==> src/rtl/ulm_pkg.sv <==
package ulm_pkg;

  typedef enum logic {
    LD_HIGH = 1'b0,
    LD_LOW  = 1'b1
  } ld_kind_e;

  // Does destination lane `lane` take a memory byte for this kind/offset?
  function automatic logic lane_taken(ld_kind_e kind, int lane, int k, int nb);
    if (kind == LD_HIGH) return (lane >= nb - 1 - k);
    else                 return (lane <= nb - 1 - k);
  endfunction

  // Which memory lane feeds destination lane `lane` (valid only when taken).
  function automatic int lane_source(ld_kind_e kind, int lane, int k, int nb);
    if (kind == LD_HIGH) return lane - (nb - 1 - k);
    else                 return lane + k;
  endfunction

  // Number of lanes replaced by a given kind/offset.
  function automatic int lanes_replaced(ld_kind_e kind, int k, int nb);
    if (kind == LD_HIGH) return k + 1;
    else                 return nb - k;
  endfunction

endpackage

==> src/rtl/ulm_lane_ctrl.sv <==
module ulm_lane_ctrl
  import ulm_pkg::*;
#(
  parameter int NB = 4,
  localparam int OW = $clog2(NB)
) (
  input  ld_kind_e                kind,
  input  logic [OW-1:0]           offset,
  output logic [NB-1:0]           repl_mask,
  output logic [NB-1:0][OW-1:0]   src_sel
);

  for (genvar g = 0; g < NB; g++) begin : g_lane
    assign repl_mask[g] = lane_taken(kind, g, int'(offset), NB);
    assign src_sel[g]   = repl_mask[g] ? OW'(lane_source(kind, g, int'(offset), NB))
                                       : '0;
  end

endmodule

==> src/rtl/ulm_merge.sv <==
module ulm_merge #(
  parameter int NB = 4,
  parameter int BW = 8,
  localparam int OW = $clog2(NB),
  localparam int DW = NB * BW
) (
  input  logic [DW-1:0]           old_word,
  input  logic [DW-1:0]           mem_word,
  input  logic [NB-1:0]           repl_mask,
  input  logic [NB-1:0][OW-1:0]   src_sel,
  output logic [DW-1:0]           merged
);

  for (genvar g = 0; g < NB; g++) begin : g_lane
    logic [BW-1:0] picked;
    assign picked = mem_word[int'(src_sel[g]) * BW +: BW];
    assign merged[g*BW +: BW] = repl_mask[g] ? picked : old_word[g*BW +: BW];
  end

endmodule

==> src/rtl/ulm_load_unit.sv <==
module ulm_load_unit
  import ulm_pkg::*;
#(
  parameter int NB     = 4,
  parameter int BW     = 8,
  parameter int ADDR_W = 32,
  localparam int OW = $clog2(NB),
  localparam int DW = NB * BW
) (
  input  logic              clk,
  input  logic              rst_n,
  input  logic              req_i,
  input  logic              op_i,
  input  logic [ADDR_W-1:0] addr_i,
  input  logic [DW-1:0]     old_i,
  input  logic [DW-1:0]     mem_i,
  output logic              valid_o,
  output logic [DW-1:0]     result_o
);

  // Named internal events for the assertions
  ld_kind_e                   kind;
  logic [OW-1:0]              offset;
  logic [ADDR_W-OW-1:0]       word_idx;
  logic [NB-1:0]              repl_mask;
  logic [NB-1:0][OW-1:0]      src_sel;
  logic [DW-1:0]              merged;
  logic                       full_word;

  assign kind      = ld_kind_e'(op_i);
  assign offset    = addr_i[OW-1:0];
  assign word_idx  = addr_i[ADDR_W-1:OW];
  assign full_word = (kind == LD_HIGH && offset == OW'(NB-1)) ||
                     (kind == LD_LOW  && offset == '0);

  ulm_lane_ctrl #(.NB(NB)) u_ctrl (
    .kind      (kind),
    .offset    (offset),
    .repl_mask (repl_mask),
    .src_sel   (src_sel)
  );

  ulm_merge #(.NB(NB), .BW(BW)) u_merge (
    .old_word  (old_i),
    .mem_word  (mem_i),
    .repl_mask (repl_mask),
    .src_sel   (src_sel),
    .merged    (merged)
  );

  always_ff @(posedge clk or negedge rst_n) begin
    if (!rst_n) begin
      valid_o  <= 1'b0;
      result_o <= '0;
    end else begin
      valid_o <= req_i;
      if (req_i) result_o <= merged;
    end
  end

  // Strobe follows request by one cycle
  assert_valid_follows_R2: assert property (@(posedge clk) disable iff (!rst_n)
    req_i |=> valid_o);
  assert_valid_idle_R2: assert property (@(posedge clk) disable iff (!rst_n)
    !req_i |=> !valid_o);

  // High-side merge keeps the bottom lane unless the whole word is taken
  assert_high_keeps_low_R3: assert property (@(posedge clk) disable iff (!rst_n)
    (req_i && kind == LD_HIGH && offset != OW'(NB-1))
      |=> result_o[BW-1:0] == $past(old_i[BW-1:0]));

  // Low-side merge keeps the top lane unless the whole word is taken
  assert_low_keeps_high_R4: assert property (@(posedge clk) disable iff (!rst_n)
    (req_i && kind == LD_LOW && offset != '0)
      |=> result_o[DW-1 -: BW] == $past(old_i[DW-1 -: BW]));

  // Lane count taken matches the offset rule
  assert_lane_count_R3_R4: assert property (@(posedge clk) disable iff (!rst_n)
    req_i |-> $countones(repl_mask) == lanes_replaced(kind, int'(offset), NB));

  // Full-word cases return the memory word
  assert_full_word_R5: assert property (@(posedge clk) disable iff (!rst_n)
    (req_i && full_word) |=> result_o == $past(mem_i));

  // Upper address bits do not change the outcome
  assert_addr_upper_ignored_R6: assert property (@(posedge clk) disable iff (!rst_n)
    (req_i && $past(req_i) && op_i == $past(op_i) && offset == $past(offset) &&
     old_i == $past(old_i) && mem_i == $past(mem_i) && word_idx != $past(word_idx))
      |=> result_o == $past(result_o));

  // No request, no change
  assert_hold_R8: assert property (@(posedge clk) disable iff (!rst_n)
    !req_i |=> $stable(result_o));

endmodule

==> config.mk <==
export PLATFORM = sky130hd
export DESIGN_NAME = ulm_load_unit
export DESIGN_NICKNAME = d
export VERILOG_FILES = /design/src/rtl/ulm_pkg.sv /design/src/rtl/ulm_lane_ctrl.sv /design/src/rtl/ulm_merge.sv /design/src/rtl/ulm_load_unit.sv
export SDC_FILE = /design/constraint.sdc
export NUM_CORES = 1
export LEC_CHECK = 0
export ABC_AREA = 1
export BUFFER_PORTS_ARGS = -buffer_cell sky130_fd_sc_hd__buf_4
export CAP_MARGIN = 25
export CORE_MARGIN = 2
export CORE_UTILIZATION = 35
export DETAILED_ROUTE_END_ITERATION = 10
export PLACE_DENSITY = 0.67
export SLEW_MARGIN = 20
export SYNTH_ARGS = -nofsm -noshare
export SYNTH_HDL_FRONTEND = slang
export SYNTH_HIERARCHICAL = 1
export SYNTH_SLANG_ARGS = --single-unit
export TNS_END_PERCENT = 20
==> constraint.sdc <==
create_clock -name clk -period 0.8 [get_ports clk]
set_input_delay 0.08 -clock clk [delete_from_list [all_inputs] [get_ports clk]]
set_output_delay 0.08 -clock clk [all_outputs]
set_load 0.1 [all_outputs]
==> results.txt, run 1 <==
The flow ran to the end, but the final reports show violations. The final reports fail on setup timing. The maximum clock rate is 0.8093 GHz. The source-to-sink clock delay at the later pin of the worst-skew pair came out at 0.28 ns.

The sequential fraction of the synthesis area is 0.2612. The placeable core area came out at 8721 um^2. The final weighted congestion in routability-driven placement is 0.9167. The pin count of the biggest net entering global routing came out at 34. The worst flop-to-flop path startpoint is result_o[0].

In the final layout, the share of cells above drive strength 1 is 0.3660. The count of buffers from port buffering came out at 102. The net total in the final layout is a little under 800.

The initial utilization of the core area, before any placement, comes to 0.3626. The startpoint of the most critical hold path is req_i. The overall die width came out at 99.05 um. The post-synthesis cell type with the largest combined area is sky130_fd_sc_hd__nand2_1.

In this run the cell area measured after placement is about 4000 um^2. The first-pass detailed-route iteration total is 5. Among all flip-flop cells after synthesis, the most frequent one is sky130_fd_sc_hd__dfrtp_1. The max-slew violation count was 0.

In this run the static leakage power is 0.002951 uW. Setup repair after global routing could not meet its margin everywhere. Dividing the synthesized area by the synthesized cell count gives 5.646 um^2. The number of antenna cells inserted is 0. The floorplan step set the die height to 99.05 um.

For this run, the total global-route usage over all layers was measured as 0.2450. The HPWL reported at the end of detailed placement came out at 8565 um. Of the post-synthesis cell area, the dominant cell type holds 0.4167. The net count after synthesis is 667. The area of the mapped netlist came out at 3162 um^2. The number of antenna violations at the first check in global routing was 0. The TritonCTS clock tree is built. The cell sitting at the root of the clock tree is a sky130_fd_sc_hd__clkbuf_8. The remaining antenna violation count after routing came out at 0.

Among all cell types in the netlist, the one instantiated most often is sky130_fd_sc_hd__nand2_1. The endpoint identified for the worst register-to-register timing path is result_o[0]. Counting every instance in the synthesized netlist gives 560. The commonest cells after synthesis are 351 x sky130_fd_sc_hd__nand2_1, 65 x sky130_fd_sc_hd__nand3_1, 47 x sky130_fd_sc_hd__inv_1.

The total count of hold-check failures in the final report came out at 0. The number of buffers on the longest clock path is 2. The setup slack of the most critical reg-to-reg path is about 0.14 ns. The worst setup path is launched from an input pin. The filler cells instantiated in the layout total 774. The worst setup path is captured at a flop. The tool flagged a number of max-cap violations equal to 0. The number of distinct library cell variants in the gate-level netlist after synthesis came out at 17.

The number of global-route vias before repair came out at 3801. The total power divided by cell area is 1801 nW/um^2. The number of cells traversed by the worst hold path came out at 1. The wire length after detailed routing came out at between 10000 and 15000 um. Dividing the detail-routed via count by the number of cells gives 5.009.

The global-route congestion overflow total came out at 0. The largest fanout on the critical path came out at 7. The number of warnings reported in the yosys synthesis log is 6. Once routing completed, OpenROAD measured the worst setup slack at -0.4357 ns. The die covers 9810 um^2. The H-tree depth reported by CTS came out at 2.

The largest clock skew in the final design is 0 ns. The number of synthesized flops with an enable pin came out at 0. The final cycle utilization of the critical path is 1.545. The number of top-level pins came out at 133. For hold timing, the worst endpoint is valid_o. The number of CTS-inserted buffers is 5. The worst register-to-register path has a depth of 2.

The worst setup slack after placement is -0.8625 ns. The cell area after layout is between 5000 and 6000 um^2. The signed area change from the synthesized netlist to the final layout is 66.44%. The clock-pin slew on the worst setup and hold paths came out at around 0.07 ns. The placement row count is 34.

For the finished layout, the period the worst path requires is 1.236 ns. The async set or reset register ratio after synthesis is 1.000. The detailed router finished its first iteration with 302 violations. The count of final setup violators is 65. At the worst endpoint, the required time is between 0.9 and 1 ns. After detailed routing, the average wire length per cell comes to 15.31 um. The worst-case IR drop observed on VDD is 0.7014 mV. The number of DRC violations after detailed routing came out at 0.

By startpoint and endpoint, the worst setup path is classified as input pin to flop. The overall via count from detail_route is 3962. The count of state elements after synthesis is 33.

The class of the most critical hold timing path is input pin to flop. The arrival time of the worst setup path is 1.41 ns. The normalized max-slew margin is 0.6969. The first global-routing pass estimated around 19000 um of wire. The number of clock sinks came out at 33. By area the synthesized netlist is led by sky130_fd_sc_hd__nand2_1 42%, sky130_fd_sc_hd__dfrtp_1 26%, sky130_fd_sc_hd__nand3_1 10%.

The transition time at the pin with the least slew margin came out at 0.4546 ns.
-- layout by cell type, fill, tap and decap left out, types with 12 or more instances in the layout --
| cell type | instances |
|---|---|
| sky130_fd_sc_hd__nand2_1 | 321 |
| sky130_fd_sc_hd__buf_4 | 81 |
| sky130_fd_sc_hd__buf_12 | 40 |
| sky130_fd_sc_hd__inv_1 | 40 |
| sky130_fd_sc_hd__nand3_1 | 36 |
| sky130_fd_sc_hd__dfrtp_1 | 33 |
| sky130_fd_sc_hd__nand2_2 | 28 |
| sky130_fd_sc_hd__nand3_2 | 24 |
| sky130_fd_sc_hd__buf_6 | 16 |
| sky130_fd_sc_hd__nand2_4 | 12 |
-- sequential cells by signal, indices dropped and copies added, names as in the netlist --
register	flops
result_o	32
valid_o	1
-- through the flow --
step	TNS [ns]	power [uW]	utilization	std cells	hold slack [ns]
after global placement	-24.37	6722	0.4723	769	0.04392
after detailed placement	-25.11	6765	0.4723	769	0.06618
after global routing	-20.07	9935	0.6034	791	0.04098
final	-16.77	9476	0.6034	791	0.04874
after floorplan	-18.83	5551	-	560	-0.2156
after CTS	-16.93	9292	0.5795	787	0.04443
-- layout make-up --
type                    instances  area, um^2  share of cell area
clock buffers                   7       86.33             0.01641
inverters                      56       290.3             0.05516
multi-input cells             444        2277              0.4327
flip-flops and latches         33       825.8              0.1569
well taps                     108       135.1             0.02568
repair buffers                142        1632              0.3100
repair inverters                1       16.27            0.003091
-- worst max-delay path by stage --
stage               from           end  slack (ns)  depth (start not counted)
6_report       addr_i[0]  result_o[10]       -0.44                         14
5_1_grt        addr_i[1]  result_o[16]       -0.51                         16
4_1_cts        addr_i[0]  result_o[12]       -0.42                         14
3_5_place_dp   addr_i[0]  result_o[10]       -0.86                         14
3_3_place_gp   addr_i[0]  result_o[10]       -0.84                         14
2_1_floorplan  addr_i[1]  result_o[16]       -0.42                         16
-- routing by layer --
metal,GRT usage,part of all wire
met1,0.3551,0.44
met4,0.05796,0.016
met5,0,0
met3,0.03901,0.085
met2,0.3825,0.46
-- report_power, final --
group	internal, uW	switching [uW]	leakage (uW)
Combinational	2220	3740	0.00250
Clock	683	611	0.0000443
Sequential	1930	299	0.000408
Total	4830	4650	0.00295
-- worst max-delay path, stage by stage --
cell and delay (ns):
sky130_fd_sc_hd__buf_12 0.12, sky130_fd_sc_hd__ha_4 0.28, sky130_fd_sc_hd__inv_4 0.04, sky130_fd_sc_hd__buf_6 0.11, sky130_fd_sc_hd__nor2_4 0.12, sky130_fd_sc_hd__buf_8 0.16
sky130_fd_sc_hd__buf_12 0.12, sky130_fd_sc_hd__nand2_4 0.04, sky130_fd_sc_hd__nand3_2 0.06, sky130_fd_sc_hd__nand2_1 0.06, sky130_fd_sc_hd__nand2_1 0.06, sky130_fd_sc_hd__nand2_1 0.05
sky130_fd_sc_hd__nand2_1 0.05, sky130_fd_sc_hd__nand2_1 0.05
-- kinds of logic (layout without fill, tap and decap cells) --
group / count (synthesis) / in the layout / share of synthesized area
and+or+nand+nor: 436 / 436 / 0.5516
adders and majority gates: 7 / 7 / 0.02770
AOI/OAI and AO/OA: 1 / 1 / 0.001581
buffers and inverters: 83 / 206 / 0.1579
DFF: 33 / 33 / 0.2612
-- what timing repair did --
item / in CTS / in global routing
hold buffers: 1 / 0
gates cloned: 6 / 0
endpoints found under the hold margin: 33 / 0
buffers inserted: 4 / 8
setup endpoints to repair: 65 / 65
pin swaps: 59 / 44
resized for setup: 179 / 62
No activity file was read; power rests on OpenSTA's default activity.
==> run 2: changes to the inputs <==
--- a/config.mk
+++ b/config.mk
@@ -12,6 +12,7 @@
 export CORE_UTILIZATION = 35
 export DETAILED_ROUTE_END_ITERATION = 10
 export PLACE_DENSITY = 0.67
+export SKIP_LAST_GASP = 1
 export SLEW_MARGIN = 20
 export SYNTH_ARGS = -nofsm -noshare
 export SYNTH_HDL_FRONTEND = slang
==> run 2 against run 1 <==
  * The flow still finishes with violations (setup timing)
  * Register-to-register slack better by 0.03 ns
  * Combinational power decreased by 13%
  * Via count up 0.10%
  * Non-clock buffer count stayed put
  * Clock power is essentially flat
==> results.txt, run 2 (same netlist as run 1, synthesis figures left out) <==
The flow ran to the end, but the final reports show violations. The checks that failed: setup timing. The number of antenna violations at the first check in global routing is 0. The final worst slack came out at -0.4580 ns.

The cell that appears most often on the critical path is sky130_fd_sc_hd__nand2_1. The height of the die came out at 99.05 um. In the final layout, the registers with the most flip-flops are result_o: 32 flops, valid_o: 1 flops. The pin count of the biggest net entering global routing is 34.

The post-placement cell area is between 4000 and 5000 um^2. The overall via count from detail_route is between 3000 and 4000. The clock passes through at most 2 buffers.

The aggregate global-route resource usage came out at 0.2420. The number of CTS-inserted buffers came out at 5. The worst-case vdd ir drop is 0.6815 mV. Of the cells placed in the final design, the portion with a size suffix greater than 1 is 0.3309.

The number of global-route vias before repair is 3748. The net total in the final layout is 790. The largest clock skew in the final design is 0 ns. The maximum clock rate came out at 0.7949 GHz. The largest fanout on the critical path is 6. The most common cell after layout, fill and taps aside is sky130_fd_sc_hd__nand2_1. The count of cells along the worst register-to-register path came out at 2.

The nature of the critical path startpoint is an input pin. The number of top-level pins is 133. The max-slew violation count came out at 0. In the final routed layout, each cell accounts on average for 15.09 um. The critical path is of the input pin to flop type. The wire length after detailed routing is 11940 um. The die area came out at 9810 um^2. The global-route wire length before repair is 18860 um.

Data on the critical path arrives at its endpoint at 1.49 ns. The hold slack is between 0.04 and 0.05 ns. The first-pass detailed-route iteration total came out at 5. The normalized max-slew margin came out at 0.6922.

The source-to-sink clock delay at the later pin of the worst-skew pair is between 0.2 and 0.3 ns. After clock tree synthesis, the clock-pin slew on the worst setup and hold paths is 0.07 ns. The tightest min-delay check is of the input pin to flop type. OpenSTA, run right after detailed placement, puts the worst setup slack at -0.8625 ns. The library cells used most frequently in the layout, excluding fill and tap cells, are 332 x sky130_fd_sc_hd__nand2_1, 116 x sky130_fd_sc_hd__buf_4, 46 x sky130_fd_sc_hd__nand3_1, 40 x sky130_fd_sc_hd__inv_1, 33 x sky130_fd_sc_hd__dfrtp_1.

The total count of hold-check failures in the final report is 0. Detailed routing placed a total of roughly 1100 um of wire on met3. The count of buffers from port buffering came out at roughly 100. The placeable core area came out at 8721 um^2.

STA puts the critical path data required time at 1.03 ns. The slowest library cell on the worst path is sky130_fd_sc_hd__buf_6. The cell area after layout came out at 4736 um^2. In this run the static leakage power is 0.002780 uW. The endpoint class of the critical path is a flop. The count of maximum capacitance violations came out at 0. The signed area change from the synthesized netlist to the final layout is 49.78%.

The met1 wire length came out at roughly 5200 um. The final cycle utilization of the critical path is 1.572. The overall power of the completed layout came out at 8594 uW.

Counting I/O delays and the setup requirement, the final critical path takes 1.258 ns. The H-tree was split into 2 levels. In this run the remaining antenna-violating nets after routing total 0. More flip-flops sit in one register than any other, and that register is result_o. The iteration-0 DRC count of the detailed router is 362.

In this run the clock root is driven by a sky130_fd_sc_hd__clkbuf_8. TritonCTS built the clock tree. The number of cells traversed by the worst hold path is 1. The met2 layer wire length in the routed design is 5430 um.

The highest cell delay on the worst timing path is 0.16 ns. Walking the worst path, the cells encountered are buf_12 > inv_8 > ha_4 > inv_2 > nand3_4 > nand2_4 > buf_4 > nor2_4 > buf_6 > buf_4 > nand3_4 > nand2_2 > nand2_1 > nand2_1 > nand2_1 > nand2_1. The number of vias per cell after detailed routing is around 5.0. The transition time at the pin with the least slew margin came out at 0.4618 ns.

Measured along the x axis, the die boundary spans 99.05 um. Setup repair after global routing could not meet its margin everywhere. Summed over all nets, the half-perimeter wirelength after detailed placement is between 8000 and 9000 um.

The number of antenna cells inserted came out at 0. The flip-flop count of the largest register, all copies and words added came out at 32. The initial utilization of the core area, before any placement, comes to 0.3626. The final weighted congestion in routability-driven placement is 0.9167.

The number of DRC violations after detailed routing is 0. The count of final setup violators is 65. The global-route congestion overflow total came out at 0. The top routing layer in use is met4. CTS saw 33 sinks. Row generation in the floorplan step produced 34 rows. For this design the ratio of total power to cell area is 1815 nW/um^2.
[run 2: layout make-up]
class                      count  area, um^2
fill                         844        3985
multi-input combinational    444        2161
timing repair buffer         142        1226
sequential                    33       825.8
inverter                      56       285.3
tap                          108       135.1
clock buffer                   7       86.33
timing repair inverter         1       16.27
[run 2: layer usage]
| layer | GRT usage | vias to the layer above |
|---|---|---|
| met2 | 0.3747 | 197 |
| li1 | - | 1932 |
| met1 | 0.3520 | 1819 |
| met3 | 0.04043 | 18 |
| met5 | 0 | - |
| met4 | 0.05796 | 0 |
[run 2: repair_timing]
item | in CTS | in global routing
buffers inserted | 4 | 6
gates cloned | 6 | 0
hold buffers | 1 | 0
endpoints found under the hold margin | 33 | 0
endpoints found under the setup margin | 65 | 65
gates resized for setup | 79 | 27
pin swaps | 49 | 27
[run 2: worst max-delay path, delay by kind of cell]
kind / cells / cell delay [ns]
and+or+nand+nor: 9 / 0.64
buffers and inverters: 6 / 0.64
adders and majority gates: 1 / 0.11
[run 2: through the flow]
step / setup TNS, ns / util / instances
3_3_place_gp: -24.37 / 0.4723 / 769
5_1_grt: -23.09 / 0.5430 / 791
2_1_floorplan: -18.83 / - / 560
3_5_place_dp: -25.11 / 0.4723 / 769
4_1_cts: -19.26 / 0.5330 / 787
6_report: -19.39 / 0.5430 / 791
[run 2: worst paths after layout]
path,slack [ns],end,start
worst max-delay path,-0.46,result_o[22],addr_i[1]
worst min-delay path,0.05,valid_o,req_i
worst max register to register,0.17,result_o[6],result_o[6]
worst min register to register,0.48,result_o[19],result_o[19]
max in group asynchronous,0.18,result_o[23],rst_n
min in group asynchronous,0.28,result_o[2],rst_n
[run 2: power breakdown]
part,internal (uW),leakage [uW],switching [uW],total [uW]
Combinational,1540,0.00233,3670,5210
Sequential,1920,0.000408,155,2080
Clock,683,0.0000443,618,1300
